**src/rtl/ddr3_init_pkg.sv**
```systemverilog
package ddr3_init_pkg;

    localparam int DDR_ADDR_W = 15;
    localparam int DDR_BA_W   = 3;
    localparam int MR_COUNT   = 4;
    localparam int STEP_W     = $clog2(MR_COUNT);
    localparam int ZQ_LONG_BIT = 10;

    typedef enum logic [2:0] {
        ST_RST_HOLD,
        ST_CKE_WAIT,
        ST_XPR,
        ST_MRS,
        ST_GAP,
        ST_ZQCL,
        ST_ZQ_WAIT,
        ST_DONE
    } init_state_t;

    typedef struct packed {
        logic                  cs_n;
        logic                  ras_n;
        logic                  cas_n;
        logic                  we_n;
        logic [DDR_BA_W-1:0]   ba;
        logic [DDR_ADDR_W-1:0] addr;
    } ddr_cmd_t;

    // Builds a command word from a cs/ras/cas/we code with BA and address zero.
    function automatic ddr_cmd_t make_cmd(logic [3:0] code);
        ddr_cmd_t c;
        {c.cs_n, c.ras_n, c.cas_n, c.we_n} = code;
        c.ba   = '0;
        c.addr = '0;
        return c;
    endfunction

    localparam logic [3:0] CODE_DES = 4'b1111;
    localparam logic [3:0] CODE_NOP = 4'b0111;
    localparam logic [3:0] CODE_MRS = 4'b0000;
    localparam logic [3:0] CODE_ZQ  = 4'b0110;

    // Load step -> mode register number (order MR2, MR3, MR1, MR0).
    function automatic logic [STEP_W-1:0] mr_target(logic [STEP_W-1:0] step);
        case (step)
            2'd0:    return 2'd2;
            2'd1:    return 2'd3;
            2'd2:    return 2'd1;
            default: return 2'd0;
        endcase
    endfunction

    // Rounds a nanosecond interval up to whole clocks.
    function automatic int ns_to_cyc(int ns, int clk_ps);
        return (ns * 1000 + clk_ps - 1) / clk_ps;
    endfunction

endpackage

```
**src/rtl/ddr3_init_timer.sv**
```systemverilog
module ddr3_init_timer #(
    parameter int CNT_W = 16
) (
    input  logic             clk,
    input  logic             load,
    input  logic [CNT_W-1:0] load_val,
    output logic             zero
);
    logic [CNT_W-1:0] cnt;

    always_ff @(posedge clk) begin
        if (load)
            cnt <= load_val;
        else if (cnt != '0)
            cnt <= cnt - 1'b1;
    end

    assign zero = (cnt == '0);
endmodule

```
**src/rtl/ddr3_init_cmd.sv**
```systemverilog
module ddr3_init_cmd
    import ddr3_init_pkg::*;
(
    input  init_state_t                            state,
    input  logic [STEP_W-1:0]                      step,
    input  logic [MR_COUNT-1:0][DDR_ADDR_W-1:0]    mr_vals,
    output ddr_cmd_t                               cmd,
    output logic                                   reset_n,
    output logic                                   cke,
    output logic                                   done
);
    logic [STEP_W-1:0] target;

    always_comb begin
        target  = mr_target(step);
        cmd     = make_cmd(CODE_NOP);
        reset_n = 1'b1;
        cke     = 1'b1;
        done    = 1'b0;
        case (state)
            ST_RST_HOLD: begin
                reset_n = 1'b0;
                cke     = 1'b0;
                cmd     = make_cmd(CODE_DES);
            end
            ST_CKE_WAIT: begin
                cke = 1'b0;
                cmd = make_cmd(CODE_DES);
            end
            ST_MRS: begin
                cmd      = make_cmd(CODE_MRS);
                cmd.ba   = DDR_BA_W'(target);
                cmd.addr = mr_vals[target];
            end
            ST_ZQCL: begin
                cmd = make_cmd(CODE_ZQ);
                cmd.addr[ZQ_LONG_BIT] = 1'b1;
            end
            ST_DONE: done = 1'b1;
            default: ;
        endcase
    end
endmodule

```
**src/rtl/ddr3_pwrup_seq.sv**
```systemverilog
module ddr3_pwrup_seq
    import ddr3_init_pkg::*;
#(
    parameter int CLK_PS      = 1250,
    parameter int RST_HOLD_NS = 200000,
    parameter int CKE_HOLD_NS = 500000,
    parameter int TXPR_NS     = 170,
    parameter int TMRD_CYC    = 4,
    parameter int TMOD_CYC    = 12,
    parameter int TZQINIT_CYC = 512
) (
    input  logic                  clk,
    input  logic                  rst,
    input  logic                  pwr_good,
    input  logic [DDR_ADDR_W-1:0] mr0_val,
    input  logic [DDR_ADDR_W-1:0] mr1_val,
    input  logic [DDR_ADDR_W-1:0] mr2_val,
    input  logic [DDR_ADDR_W-1:0] mr3_val,
    output logic                  ddr_reset_n,
    output logic                  ddr_cke,
    output logic                  ddr_cs_n,
    output logic                  ddr_ras_n,
    output logic                  ddr_cas_n,
    output logic                  ddr_we_n,
    output logic [DDR_BA_W-1:0]   ddr_ba,
    output logic [DDR_ADDR_W-1:0] ddr_addr,
    output logic                  ddr_odt,
    output logic                  init_done
);
    localparam int RST_CYC = ns_to_cyc(RST_HOLD_NS, CLK_PS);
    localparam int CKE_CYC = ns_to_cyc(CKE_HOLD_NS, CLK_PS);
    localparam int XPR_CYC = ns_to_cyc(TXPR_NS, CLK_PS);
    localparam int MAX_A   = (RST_CYC > CKE_CYC) ? RST_CYC : CKE_CYC;
    localparam int MAX_B   = (XPR_CYC > TZQINIT_CYC) ? XPR_CYC : TZQINIT_CYC;
    localparam int MAX_C   = (TMOD_CYC > TMRD_CYC) ? TMOD_CYC : TMRD_CYC;
    localparam int MAX_AB  = (MAX_A > MAX_B) ? MAX_A : MAX_B;
    localparam int LONGEST = (MAX_AB > MAX_C) ? MAX_AB : MAX_C;
    localparam int CNT_W   = $clog2(LONGEST + 1);
    localparam logic [STEP_W-1:0] LAST_STEP = STEP_W'(MR_COUNT - 1);

    init_state_t       state, state_nx;
    logic [STEP_W-1:0] step, step_nx;
    logic              t_zero, t_load;
    logic [CNT_W-1:0]  t_val;
    ddr_cmd_t          cmd;
    logic [MR_COUNT-1:0][DDR_ADDR_W-1:0] mr_vals;

    assign mr_vals = {mr3_val, mr2_val, mr1_val, mr0_val};

    // Cycles spent in a state once entered.
    function automatic int dwell(init_state_t s, logic [STEP_W-1:0] st);
        case (s)
            ST_RST_HOLD: return RST_CYC;
            ST_CKE_WAIT: return CKE_CYC;
            ST_XPR:      return XPR_CYC;
            ST_GAP:      return (st == LAST_STEP) ? TMOD_CYC - 1 : TMRD_CYC - 1;
            ST_ZQ_WAIT:  return TZQINIT_CYC - 1;
            default:     return 1;
        endcase
    endfunction

    always_comb begin
        state_nx = state;
        step_nx  = step;
        if (!pwr_good) begin
            state_nx = ST_RST_HOLD;
            step_nx  = '0;
        end else begin
            case (state)
                ST_RST_HOLD: if (t_zero) state_nx = ST_CKE_WAIT;
                ST_CKE_WAIT: if (t_zero) state_nx = ST_XPR;
                ST_XPR:      if (t_zero) state_nx = ST_MRS;
                ST_MRS:      state_nx = ST_GAP;
                ST_GAP: if (t_zero) begin
                    if (step == LAST_STEP) begin
                        state_nx = ST_ZQCL;
                    end else begin
                        state_nx = ST_MRS;
                        step_nx  = step + 1'b1;
                    end
                end
                ST_ZQCL:     state_nx = ST_ZQ_WAIT;
                ST_ZQ_WAIT:  if (t_zero) state_nx = ST_DONE;
                default:     state_nx = ST_DONE;
            endcase
        end
        t_load = rst || !pwr_good || (state_nx != state);
        t_val  = rst ? CNT_W'(RST_CYC - 1) : CNT_W'(dwell(state_nx, step_nx) - 1);
    end

    always_ff @(posedge clk) begin
        if (rst) begin
            state <= ST_RST_HOLD;
            step  <= '0;
        end else begin
            state <= state_nx;
            step  <= step_nx;
        end
    end

    ddr3_init_timer #(.CNT_W(CNT_W)) u_timer (
        .clk      (clk),
        .load     (t_load),
        .load_val (t_val),
        .zero     (t_zero)
    );

    ddr3_init_cmd u_cmd (
        .state   (state),
        .step    (step),
        .mr_vals (mr_vals),
        .cmd     (cmd),
        .reset_n (ddr_reset_n),
        .cke     (ddr_cke),
        .done    (init_done)
    );

    assign ddr_cs_n  = cmd.cs_n;
    assign ddr_ras_n = cmd.ras_n;
    assign ddr_cas_n = cmd.cas_n;
    assign ddr_we_n  = cmd.we_n;
    assign ddr_ba    = cmd.ba;
    assign ddr_addr  = cmd.addr;
    assign ddr_odt   = 1'b0;
endmodule

```
**config.mk**
```make
export PLATFORM = sky130hd
export DESIGN_NAME = ddr3_pwrup_seq
export DESIGN_NICKNAME = d
export VERILOG_FILES = /design/src/rtl/ddr3_init_pkg.sv /design/src/rtl/ddr3_init_timer.sv /design/src/rtl/ddr3_init_cmd.sv /design/src/rtl/ddr3_pwrup_seq.sv
export SDC_FILE = /design/constraint.sdc
export NUM_CORES = 1
export LEC_CHECK = 0
export ABC_AREA = 1
export CAP_MARGIN = 40
export CORE_MARGIN = 4
export CORE_UTILIZATION = 49
export CTS_BUF_LIST = sky130_fd_sc_hd__clkbuf_2
export DETAILED_ROUTE_END_ITERATION = 8
export PLACE_DENSITY = 0.95
export SYNTH_ARGS = -nofsm -noshare
export SYNTH_HDL_FRONTEND = slang
export SYNTH_SLANG_ARGS = --single-unit
```
**constraint.sdc**
```tcl
create_clock -name clk -period 8.1 [get_ports clk]
set_clock_uncertainty 0.2 [all_clocks]
set_input_delay 0.81 -clock clk [delete_from_list [all_inputs] [get_ports clk]]
set_output_delay 0.81 -clock clk [all_outputs]
set_load 0.05 [all_outputs]
```
**Yosys cells after proc, flatten, opt, wreduce, memory -nomap -nowiden**

Cells that the tools add are included.

- Mux-type cells: 24
- Reductions and logical operators: 10
- Magnitude comparators: 1
- $add $sub $neg: 3
- Equal/unequal tests: 16

Operators by type and width:

| cell | number |
|---|---|
| $pmux 19 s5 | 1 |
| $pmux 22 s3 | 1 |
| $mux 19 | 3 |
| $bmux 15 s2 | 1 |
| $mux 3 | 7 |
| $pmux 3 s7 | 1 |
| $logic_not 19->1 | 1 |
| $reduce_bool 19->1 | 1 |
| $sub 19x1->19 const B | 1 |
| $sub 19x2->19 const B | 1 |
| $eq 3x3->1 const B | 6 |
| $mux 15 | 1 |
| $eq 3x2->1 const B | 3 |
| $mux 2 | 4 |
| $eq 2x2->1 const B | 3 |
| $eq 3x1->1 const B | 2 |
| $logic_not 3->1 | 2 |
| $pmux 2 s3 | 1 |
| $mux 4 | 1 |
| $lt 2x3->1 const B | 1 |
| $mux 1 | 3 |
| $ne 3x3->1 | 1 |
| $add 2x1->2 const B | 1 |
| $eq 2x1->1 const B | 1 |
| other kinds (5) | 6 |

- Output and inout port bits: 26
- Register bits after elaboration: 24
- Input bits: 63
- Logic and storage cells: 57

**Depth between registers and ports, before layout**

Gate-level depths: netlist (run 1).

- Depth after elaboration: 11
- Mapped depth: 15
- Gate-level depth less buffers: 15

**Modules after synthesis**

From an unflattened synthesis (run 1), not the netlist that was laid out.

- Cell total of the unflattened synthesis: 425
- Area, all modules: 2,582.5 µm²

Modules (own cells, without submodules):

| module | cells each | area an instance (µm²) | times used | sequential area each (µm²) |
|---|---|---|---|---|
| ddr3_init_timer | 163 | 1,258.7 | 1 | 570.5 |
| ddr3_init_cmd | 172 | 772.0 | 1 | 0.0 |
| ddr3_pwrup_seq | 90 | 551.8 | 1 | 100.1 |

**Worst setup path after synthesis (run 1)**

Ideal clock, no wire load.

- Path kind: flip-flop to output port
- Start point: register step[0]
- End point: output ddr_addr[11]
- Stages on the path, launching flop included: 11
- Path slack: 4,757 ps
- Data required time: 7,090 ps
- Data arrival time: 2,333 ps
- Cell sequence: dfxtp_1 > ha_1 > inv_1 > o21ai_0 > inv_1 > clkbuf_1 > buf_1 > nor2_1 > nor2_1 > o21ai_0 > a21oi_1

- Word-level cells in the longest chain between the ends: 5
- Elaborated cells on any way between the ends: 7
- Those cells by class: eq/ne (2); mux (4); reduce/logical (1)

Ends and longest elaborated chain:

| item | RTL line | text |
|---|---|---|
| start, declared | ddr3_pwrup_seq.sv:42 | `logic [STEP_W-1:0] step, step_nx;` |
| start signal, assigned | ddr3_pwrup_seq.sv:97 | `step <= step_nx;` |
| $eq 2x2->1 (tied with other cells) | ddr3_init_pkg.sv:45 | `case (step)` |
| $pmux 2 s3 * | ddr3_init_pkg.sv:45 |  |
| $bmux 15 s2 * | ddr3_init_cmd.sv:33 | `cmd.addr = mr_vals[target];` |
| $mux 15 (implied by the code) * | ddr3_init_cmd.sv:33 |  |
| $pmux 22 s3 * | ddr3_init_cmd.sv:20 | `case (state)` |
| end, declared | ddr3_pwrup_seq.sv:26 | `output logic [DDR_ADDR_W-1:0] ddr_addr,` |

Every way passes the cells marked *; elsewhere a longest branch is shown, timed or not. The select of a mux whose other input is x is not followed.

**Worst setup path after layout (run 1)**

- Start point: register step[0]
- End point: output ddr_addr[8]

Same word-level chain as after synthesis.

==> results by group, run 1 <==
Clocking
  • Post-CTS setup buffers: 0
  • CTS clk-pin slew, worst paths: approximately 0.25 ns
  • CTS tree: built
  • Root Buffer: clkbuf_2
  • CTS Sinks: 24
  • Clock Path Buffers: 2
  • Post-CTS Resized: 0
  • Clock latency on the worst-skew pair: 0.35 ns
  • H-tree Lvls: 1
  • TritonCTS buffer count: 3
  • Post-CTS Hold Fix Bufs: 0

Setup path
  • Kind of critical path: register to primary output
  • CP Data Arrival Time: between 3 and 4 ns
  • Critical Path Fanout Max: 17
  • Crit path buf inv count: 3
  • Critical Path Max Stage Delay: 0.87 ns
  • Crit. End Element: primary output
  • Crit-path cells: inv_1 -> ha_1 -> clkinv_1 -> nor2_1 -> o21ai_0 -> a21oi_1 -> clkdlybuf4s50_1
  • Worst Path Required: 7.09 ns
  • Slowest stage cell, crit path: clkdlybuf4s50_1
  • Delay-heaviest family, CP: buffers and inverters
  • Startpoint Class: register

Synthesis
  • Synth cell count leaders: nor2_1 (85), nand2_1 (52), o21ai_0 (35)
  • Post-synth EDFFs: 19
  • Gate Count Post-Synth: 341
  • Distinct cells, synth: 32
  • Post-Synthesis Cell Area: 2245 um2
  • Ys async rst share: 0%
  • Avg Inst Size Synth: 6.583 um2
  • Synth area leaders: edfxtp_1 (25%), nor2_1 (14%), nand2_1 (8.7%), o21ai_0 (7.8%), inv_1 (5.2%)
  • Yosys top cell by area: edfxtp_1
  • Top FF cell, synth: edfxtp_1
  • Count leader, synth: nor2_1
  • Post-synthesis register bit count: 24
  • Part of the Yosys area used for sequential elements: 29.88%
  • Synth warnings: 0
  • Top-area cell type share of the netlist area: 25.42%

Placed design
  • Placed insts: 466
  • Place WS: 3.997 ns
  • I/O Buffers: 86
  • GP Congestion: 0.8554
  • Detailed placer's ending HPWL: 5478 um

Power
  • Sequential power share: 51.3%
  • Clk pwr share: 30.4%
  • Peak supply drop: 0.08288 mV
  • P_int: between 0.0002 and 0.00025 W
  • Pleak: 1.389 nW
  • Net switching power: 0.00006019 W
  • Sw Share: 22.27%
  • Gate power share: 18.3%
  • Cell Pwr Density: 85.43 nW/um2

Layout
  • Area grow syn2layout: 40.97%
  • Final core utilization: 72.17%
  • # fillers: 322
  • Layout cell share with drive strength beyond 1: 5.502%
  • Nets@finish: 487
  • Diodes inserted: 0
  • Final instance count without filler cells: 470

Routing
  • Initial drt markers: 154
  • Final wirelength: 7011 um
  • DRC: 0
  • DR pass1 iterations: 4
  • DR WL/cell: 14.92 um
  • Antenna-violating nets left: 0
  • Vias/cell: 5.394
  • Vias: between 2,000 and 3,000

Global route
  • GRT Resource Usage Total: 25.76%
  • Initial antenna violation count: 0
  • Vias in the first global route: 2,481
  • Largest net degree at the start of global routing: 32
  • First-pass GRT wire length: 11,420 um
  • Grt ovf: 0

Floorplanning
  • Die width: between 70 and 80 um
  • Height of the die: about 76 um
  • Core area: 4384 um2
  • Die Area: roughly 5700 um2
  • Rows: 24
  • I/O pin cnt: 89
  • Initial core utilization: around half

STA
  • Worst Max-Slew Pin Slew: 0.8405 ns
  • Setup violations, final: 0
  • Fmax: 221.1 MHz
  • Final Hold Fails: 0
  • Fin Hold WS: 0.4580 ns
  • Slew Limit Fails: 0
  • Max_slew headroom: 43.90%
  • Final setup margin: roughly 3.6 ns
  • Final Cycle Share: 55.83%
  • Setup TNS: 0 ns
  • Final min period: ~4.5 ns
  • RSZ-0062 raised after global routing: false

Flow run
  • Max-cap violation count: 0

Hold path
  • Hold WC Path Type: register to register

Status
  • Outcome: finished clean
==> cell families (layout without fill, tap and decap cells) <==
logic type / after synthesis / in the layout / share of synthesized area (%)
simple gates: 185 / 185 / 37.96
compound gates: 61 / 61 / 14.05
buf+inv: 50 / 126 / 9.309
flops: 24 / 24 / 29.88
xor+xnor: 15 / 15 / 5.853
fa+ha+maj: 5 / 5 / 2.787
other cells: 1 / 2 / 0.1671
==> worst min-delay path: stages, from the launching register on <==
cell and delay [ns]:
dfxtp_1 0.40, a21oi_1 0.18, nor3_1 0.07
==> area by class of cell <==
class | count | area, um2 | share of cell area (%)
clock buffers | 3 | 15.01 | 0.4745
flip-flops and latches | 24 | 670.6 | 21.19
repair buffers | 89 | 890.9 | 28.15
clock inverters | 1 | 30.03 | 0.9490
multi-input cells | 268 | 1369 | 43.26
well taps | 52 | 65.06 | 2.056
inverters | 33 | 123.9 | 3.915
==> power by group through the flow <==
stage,clock network [W],registers [W],logic (W)
6_report,0.0000822,0.000139,0.0000494
5_1_grt,0.0000868,0.000139,0.0000532
4_1_cts,0.0000822,0.000139,0.0000491
3_5_place_dp,0,0.000141,0.0000485
3_3_place_gp,0,0.000141,0.0000466
2_1_floorplan,0,0.000141,0.0000163
==> registers in the layout, indices dropped and copies added (netlist names) <==
| register | count |
|---|---|
| step | 2 |
| state | 3 |
| u_timer.cnt | 19 |
==> final timing paths <==
| kind | startpoint | to | slack [ns] | cells past startpoint |
|---|---|---|---|---|
| worst min-delay path | step[0] | step[0] | 0.46 | 2 |
| worst max-delay path | step[0] | ddr_addr[8] | 3.58 | 7 |
| worst min register to register | step[0] | step[0] | 0.46 | 2 |
| worst max register to register | u_timer.cnt[0] | u_timer.cnt[8] | 5.18 | 12 |
==> per-stage QoR <==
stage	instance area, um2	power, W
after CTS	3164	0.0002699
after detailed placement	3119	0.0001897
after global placement	3097	0.0001877
after floorplan	2248	0.0001569
after global routing	3164	0.0002792
final	3164	0.0002703
==> per-layer routing <==
metal	up-vias	global-route usage (%)	part of all wire (%)
met2	119	45.06	50
li1	1267	-	-
met5	-	0	0
met3	28	5.013	7.4
met4	0	12.43	4.6
met1	1121	30.04	38
==> placed cells by master (no fill, tap or decap), types with 2 or more instances in the layout <==
cell type / n
nor3_1: 7
xor2_1: 12
nand3_4: 2
buf_4: 2
nand2_1: 52
nand3_1: 10
nor2_2: 3
xnor2_1: 3
nand2_2: 5
clkdlybuf4s50_1: 86
dfxtp_1: 5
inv_1: 31
conb_1: 2
clkbuf_2: 3
nor2_1: 85
a21oi_1: 16
o21ai_1: 8
nor2_8: 2
clkinv_1: 2
nor4_1: 2
nand4_1: 14
edfxtp_1: 19
o21ai_0: 34
ha_1: 5
No activity file was read; power rests on OpenSTA's default activity.
==> run 2: changes to the inputs <==
--- a/config.mk
+++ b/config.mk
@@ -8,10 +8,10 @@
 export ABC_AREA = 1
 export CAP_MARGIN = 40
 export CORE_MARGIN = 4
-export CORE_UTILIZATION = 49
+export CORE_UTILIZATION = 45
 export CTS_BUF_LIST = sky130_fd_sc_hd__clkbuf_2
 export DETAILED_ROUTE_END_ITERATION = 8
-export PLACE_DENSITY = 0.95
+export PLACE_DENSITY = 0.92
 export SYNTH_ARGS = -nofsm -noshare
 export SYNTH_HDL_FRONTEND = slang
 export SYNTH_SLANG_ARGS = --single-unit
==> constraint.sdc (replaced) <==
create_clock -name clk -period 4.4 [get_ports clk]
set_clock_uncertainty 0.2 [all_clocks]
set_input_delay 0.44 -clock clk [delete_from_list [all_inputs] [get_ports clk]]
set_output_delay 0.44 -clock clk [all_outputs]
set_load 0.05 [all_outputs]
==> results by group, run 2 (same netlist as run 1, synthesis figures left out) <==
Floorplanning
  • Rows: 25
  • Core area: roughly 4800 um2
  • Die width: 78.63 um
  • Die Area: 6182 um2
  • I/O pin cnt: 89
  • Height of the die: 78.63 um
  • Initial core utilization: 46.90%

Setup path
  • Worst Path Required: 3.76 ns
  • Crit. End Element: primary output
  • Kind of critical path: register to primary output
  • CP Data Arrival Time: 3.42 ns
  • Slowest stage cell, crit path: clkdlybuf4s50_1
  • R2R Setup Slk: 1.53 ns
  • Startpoint Class: register
  • Crit-path cells: inv_1 -> ha_1 -> clkinv_1 -> nor2_1 -> o21ai_0 -> a21oi_1 -> clkdlybuf4s50_1
  • Critical Path Fanout Max: 17
  • Critical Path Max Stage Delay: 0.86 ns

Routing
  • Antenna-violating nets left: 0
  • Initial drt markers: 303
  • Final wirelength: slightly below 7000 um
  • DRC: 0
  • Vias/cell: roughly 5.3
  • DR pass1 iterations: 7
  • Vias: between 2,000 and 3,000
  • DR WL/cell: 14.21 um

Global route
  • Largest net degree at the start of global routing: 31
  • First-pass GRT wire length: 10,980 um
  • Initial antenna violation count: 0
  • Vias in the first global route: approximately 2,400
  • GRT Resource Usage Total: between 20% and 30%
  • Grt ovf: 0

Clocking
  • Clock Path Buffers: 2
  • H-tree Lvls: 1
  • Post-CTS Hold Fix Bufs: 0
  • Post-CTS setup buffers: 0
  • CTS clk-pin slew, worst paths: about 0.22 ns
  • Clock latency on the worst-skew pair: 0.34 ns
  • CTS tree: built
  • Post-CTS Resized: 0
  • TritonCTS buffer count: 3
  • Root Buffer: clkbuf_2
  • CTS Sinks: 24

Power
  • Cell Pwr Density: 136.8 nW/um2
  • Overall Power: 0.0004317 W
  • P_int: 0.0003283 W
  • Gate power share: 20.8%
  • Clk pwr share: 20.1%
  • Net switching power: a little over 0.0001 W
  • Sw Share: 23.96%
  • Peak supply drop: 0.1090 mV
  • Sequential power share: roughly 59%
  • Pleak: 1.377 nW

STA
  • Final min period: 4.061 ns
  • RSZ-0062 raised after global routing: false
  • Fmax: 246.3 MHz
  • Worst Max-Slew Pin Slew: approximately 0.84 ns
  • Final Hold Fails: 0
  • Setup violations, final: 0
  • Final Cycle Share: 92.29%
  • Slew Limit Fails: 0
  • Setup TNS: 0 ns
  • Max_slew headroom: 43.73%

Placed design
  • Detailed placer's ending HPWL: 5465 um
  • GP Congestion: 0.8429
  • I/O Buffers: 86

Layout
  • # fillers: 405
  • Multi-input gate area: ~1400 um2
  • Most frequent cells in the layout: clkdlybuf4s50_1 (86), nor2_1 (85), nand2_1 (52)
  • Area grow syn2layout: 40.64%
  • Diodes inserted: 0
  • Max FFs per register: 19
  • Nets@finish: 487
  • Most common cell after layout, fill and taps aside: clkdlybuf4s50_1
  • Seq. cell area: 670.6 um2
  • Layout cell share with drive strength beyond 1: about 5.3%
  • Largest regs: u_timer.cnt (19), state (3), step (2)
  • Largest Register: u_timer.cnt

Flow run
  • Max-cap violation count: 0

Status
  • Outcome: finished clean

Hold path
  • Hold WC Path Type: register to register
-- run 2: cell count changes in the layout (fill, tap and decap cells not counted) --
cell,previous run,this run
bufinv_16,1,0
clkinv_1,2,3
-- run 2: final cells by class --
type	instances	share of cell area, %
well taps	67	2.656
clock buffers	3	0.4756
clock inverters	1	0.1189
flip-flops and latches	24	21.24
multi-input cells	268	43.36
repair buffers	89	28.22
inverters	33	3.924
-- run 2: path summary, 6_finish.rpt --
check,startpoint,end,cells past startpoint
worst max-delay path,step[0],ddr_addr[8],7
worst min-delay path,step[0],step[0],2
worst max register to register,u_timer.cnt[0],u_timer.cnt[9],12
worst min register to register,step[0],step[0],2
-- run 2: power by group through the flow --
stage	Combinational [W]	Sequential, W	Clock (W)
5_1_grt	0.0000971	0.000256	0.000100
4_1_cts	0.0000893	0.000255	0.0000869
3_5_place_dp	0.0000888	0.000260	0
2_1_floorplan	0.0000301	0.000259	0
6_report	0.0000896	0.000256	0.0000866
3_3_place_gp	0.0000869	0.000260	0
-- run 2: per-layer routing --
layer  wire length [um]  global-route usage (%)  vias up
li1                   -                       -     1270
met1               2680                   24.82     1154
met2               3538                   41.00      113
met3                486                   4.702       22
met4                184                   6.993        0
met5                  0                       0        -
-- run 2: through the flow --
step | util (%) | setup WS (ns) | std cells | cell area [um2] | hold slack, ns
after floorplan | - | 1.328 | 342 | 2248 | 0.3124
after global placement | 65.25 | 0.9419 | 480 | 3123 | 0.3989
final | 65.96 | 0.3392 | 485 | 3157 | 0.4444
after detailed placement | 65.57 | 0.7636 | 481 | 3138 | 0.4227
after global routing | 65.96 | 0.08886 | 485 | 3157 | 0.4753
after CTS | 65.96 | 0.3469 | 485 | 3157 | 0.4450
-- run 2: worst max-delay path: cells and delay by family (launching register included) --
family                     cells  cell delay, ns
AOI/OAI and AO/OA              2            0.28
adders and majority gates      1            0.62
buffers and inverters          3            1.50
and+or+nand+nor                1            0.25
DFF                            1            0.43
==> run 3: changes to the inputs <==
--- a/config.mk
+++ b/config.mk
@@ -12,6 +12,7 @@
 export CTS_BUF_LIST = sky130_fd_sc_hd__clkbuf_2
 export DETAILED_ROUTE_END_ITERATION = 8
 export PLACE_DENSITY = 0.92
+export RECOVER_POWER = 100
 export SYNTH_ARGS = -nofsm -noshare
 export SYNTH_HDL_FRONTEND = slang
 export SYNTH_SLANG_ARGS = --single-unit
==> results by group, run 3 (same netlist as run 1, synthesis figures left out) <==
Layout
  • Most frequent cells in the layout: nor2_1 (87), clkdlybuf4s50_1 (64), nand2_1 (52)
  • Most common cell after layout, fill and taps aside: nor2_1
  • Max FFs per register: 19
  • Area grow syn2layout: 37.96%
  • Post-route cell area: 3097 um2
  • Largest regs: u_timer.cnt (19), state (3), step (2)
  • Diodes inserted: 0
  • Largest Register: u_timer.cnt
  • Nets@finish: ~490
  • Layout cell share with drive strength beyond 1: roughly 3.8%

Clocking
  • CTS tree: built
  • Post-CTS Hold Fix Bufs: 0
  • CTS clk-pin slew, worst paths: 0.22 ns
  • Clock latency on the worst-skew pair: between 0.3 and 0.4 ns
  • Post-CTS Resized: 0
  • Post-CTS setup buffers: 0
  • Root Buffer: clkbuf_2
  • H-tree Lvls: 1
  • TritonCTS buffer count: 3
  • CTS Sinks: 24
  • Clock Path Buffers: 2

Routing
  • Vias: around 2,600
  • DR WL/cell: around 14 um
  • Final wirelength: 6898 um
  • Initial drt markers: around 320
  • Vias/cell: 5.268
  • DRC: 0
  • DR pass1 iterations: 4
  • Antenna-violating nets left: 0

Hold path
  • Hold WC Path Type: register to register

Setup path
  • Crit. End Element: primary output
  • Startpoint Class: register
  • Critical Path Fanout Max: 17
  • CP Data Arrival Time: between 3 and 4 ns
  • Worst Path Required: 3.76 ns
  • Kind of critical path: register to primary output

STA
  • Final setup margin: 0.3399 ns
  • Setup violations, final: 0
  • RSZ-0062 raised after global routing: false
  • Slew Limit Fails: 0
  • Fmax: 246.3 MHz
  • Final Hold Fails: 0
  • Final Cycle Share: roughly 90%
  • Final min period: between 4 and 5 ns
  • Max_slew headroom: 43.97%
  • Setup TNS: 0 ns
  • Worst Max-Slew Pin Slew: 0.8396 ns

Floorplanning
  • Die width: ~80 um
  • Core area: 4786 um2
  • Height of the die: ~79 um
  • Initial core utilization: a little under half
  • I/O pin cnt: 89
  • Die Area: 6182 um2
  • Rows: 25

Global route
  • First-pass GRT wire length: 10,980 um
  • Largest net degree at the start of global routing: 31
  • Grt ovf: 0
  • Initial antenna violation count: 0
  • Vias in the first global route: 2,434
  • GRT Resource Usage Total: 22.07%

Placed design
  • DP Area: 3138 um2
  • I/O Buffers: 86
  • GP Congestion: 0.8429
  • Place WS: 0.7636 ns
  • Detailed placer's ending HPWL: 5465 um

Status
  • Outcome: finished clean

Flow run
  • Max-cap violation count: 0

Power
  • Peak supply drop: 0.1042 mV
  • Pleak: about 1.4 nW
  • Cell Pwr Density: 139.8 nW/um2
==> run 3: path summary, 6_finish.rpt <==
kind	start	end	depth (start not counted)	slack, ns
worst min register to register	step[0]	step[0]	2	0.46
worst min-delay path	step[0]	step[0]	2	0.46
worst max register to register	u_timer.cnt[10]	u_timer.cnt[17]	10	0.62
worst max-delay path	step[0]	ddr_addr[12]	7	0.34
==> run 3: metrics by stage <==
step / util [%] / hold slack (ns) / cells / power (W)
after floorplan: - / 0.3124 / 342 / 0.0002888
after global placement: 65.25 / 0.3989 / 480 / 0.0003465
after detailed placement: 65.57 / 0.4227 / 481 / 0.0003491
after CTS: 65.96 / 0.4450 / 485 / 0.0004315
after global routing: 64.71 / 0.4753 / 485 / 0.0004515
final: 64.71 / 0.4624 / 485 / 0.0004329
==> run 3: power by group <==
group	switching (W)	internal, W
Combinational	0.0000298	0.0000581
Sequential	0.00000560	0.000250
Clock	0.0000699	0.0000197
==> run 3: area by class of cell <==
cell class                      instances  area [um2]
Timing Repair Buffer                   89       879.6
Multi-Input combinational cell        268        1320
Clock buffer                            3       15.01
Clock inverter                          1       3.754
Fill cell                             414        1689
Tap cell                               67       83.83
Inverter                               33       123.9
Sequential cell                        24       670.6
==> run 3: critical path: stages (launching register included) <==
cell and delay, ns:
dfxtp_1 0.43, inv_1 0.09, ha_1 0.61, clkinv_1 0.55
nor2_1 0.21, o21ai_0 0.10, a21oi_1 0.16, dlygate4sd3_1 0.92
==> run 3: routing by layer <==
layer / up-vias / part of all wire (%) / global-route usage, % / routed length (um)
li1: 1265 / - / - / -
met5: - / 0 / 0 / 0
met4: 0 / 2.0 / 6.993 / 141
met2: 109 / 51 / 41.00 / 3535
met3: 14 / 6.8 / 4.702 / 471
met1: 1167 / 40 / 24.82 / 2750
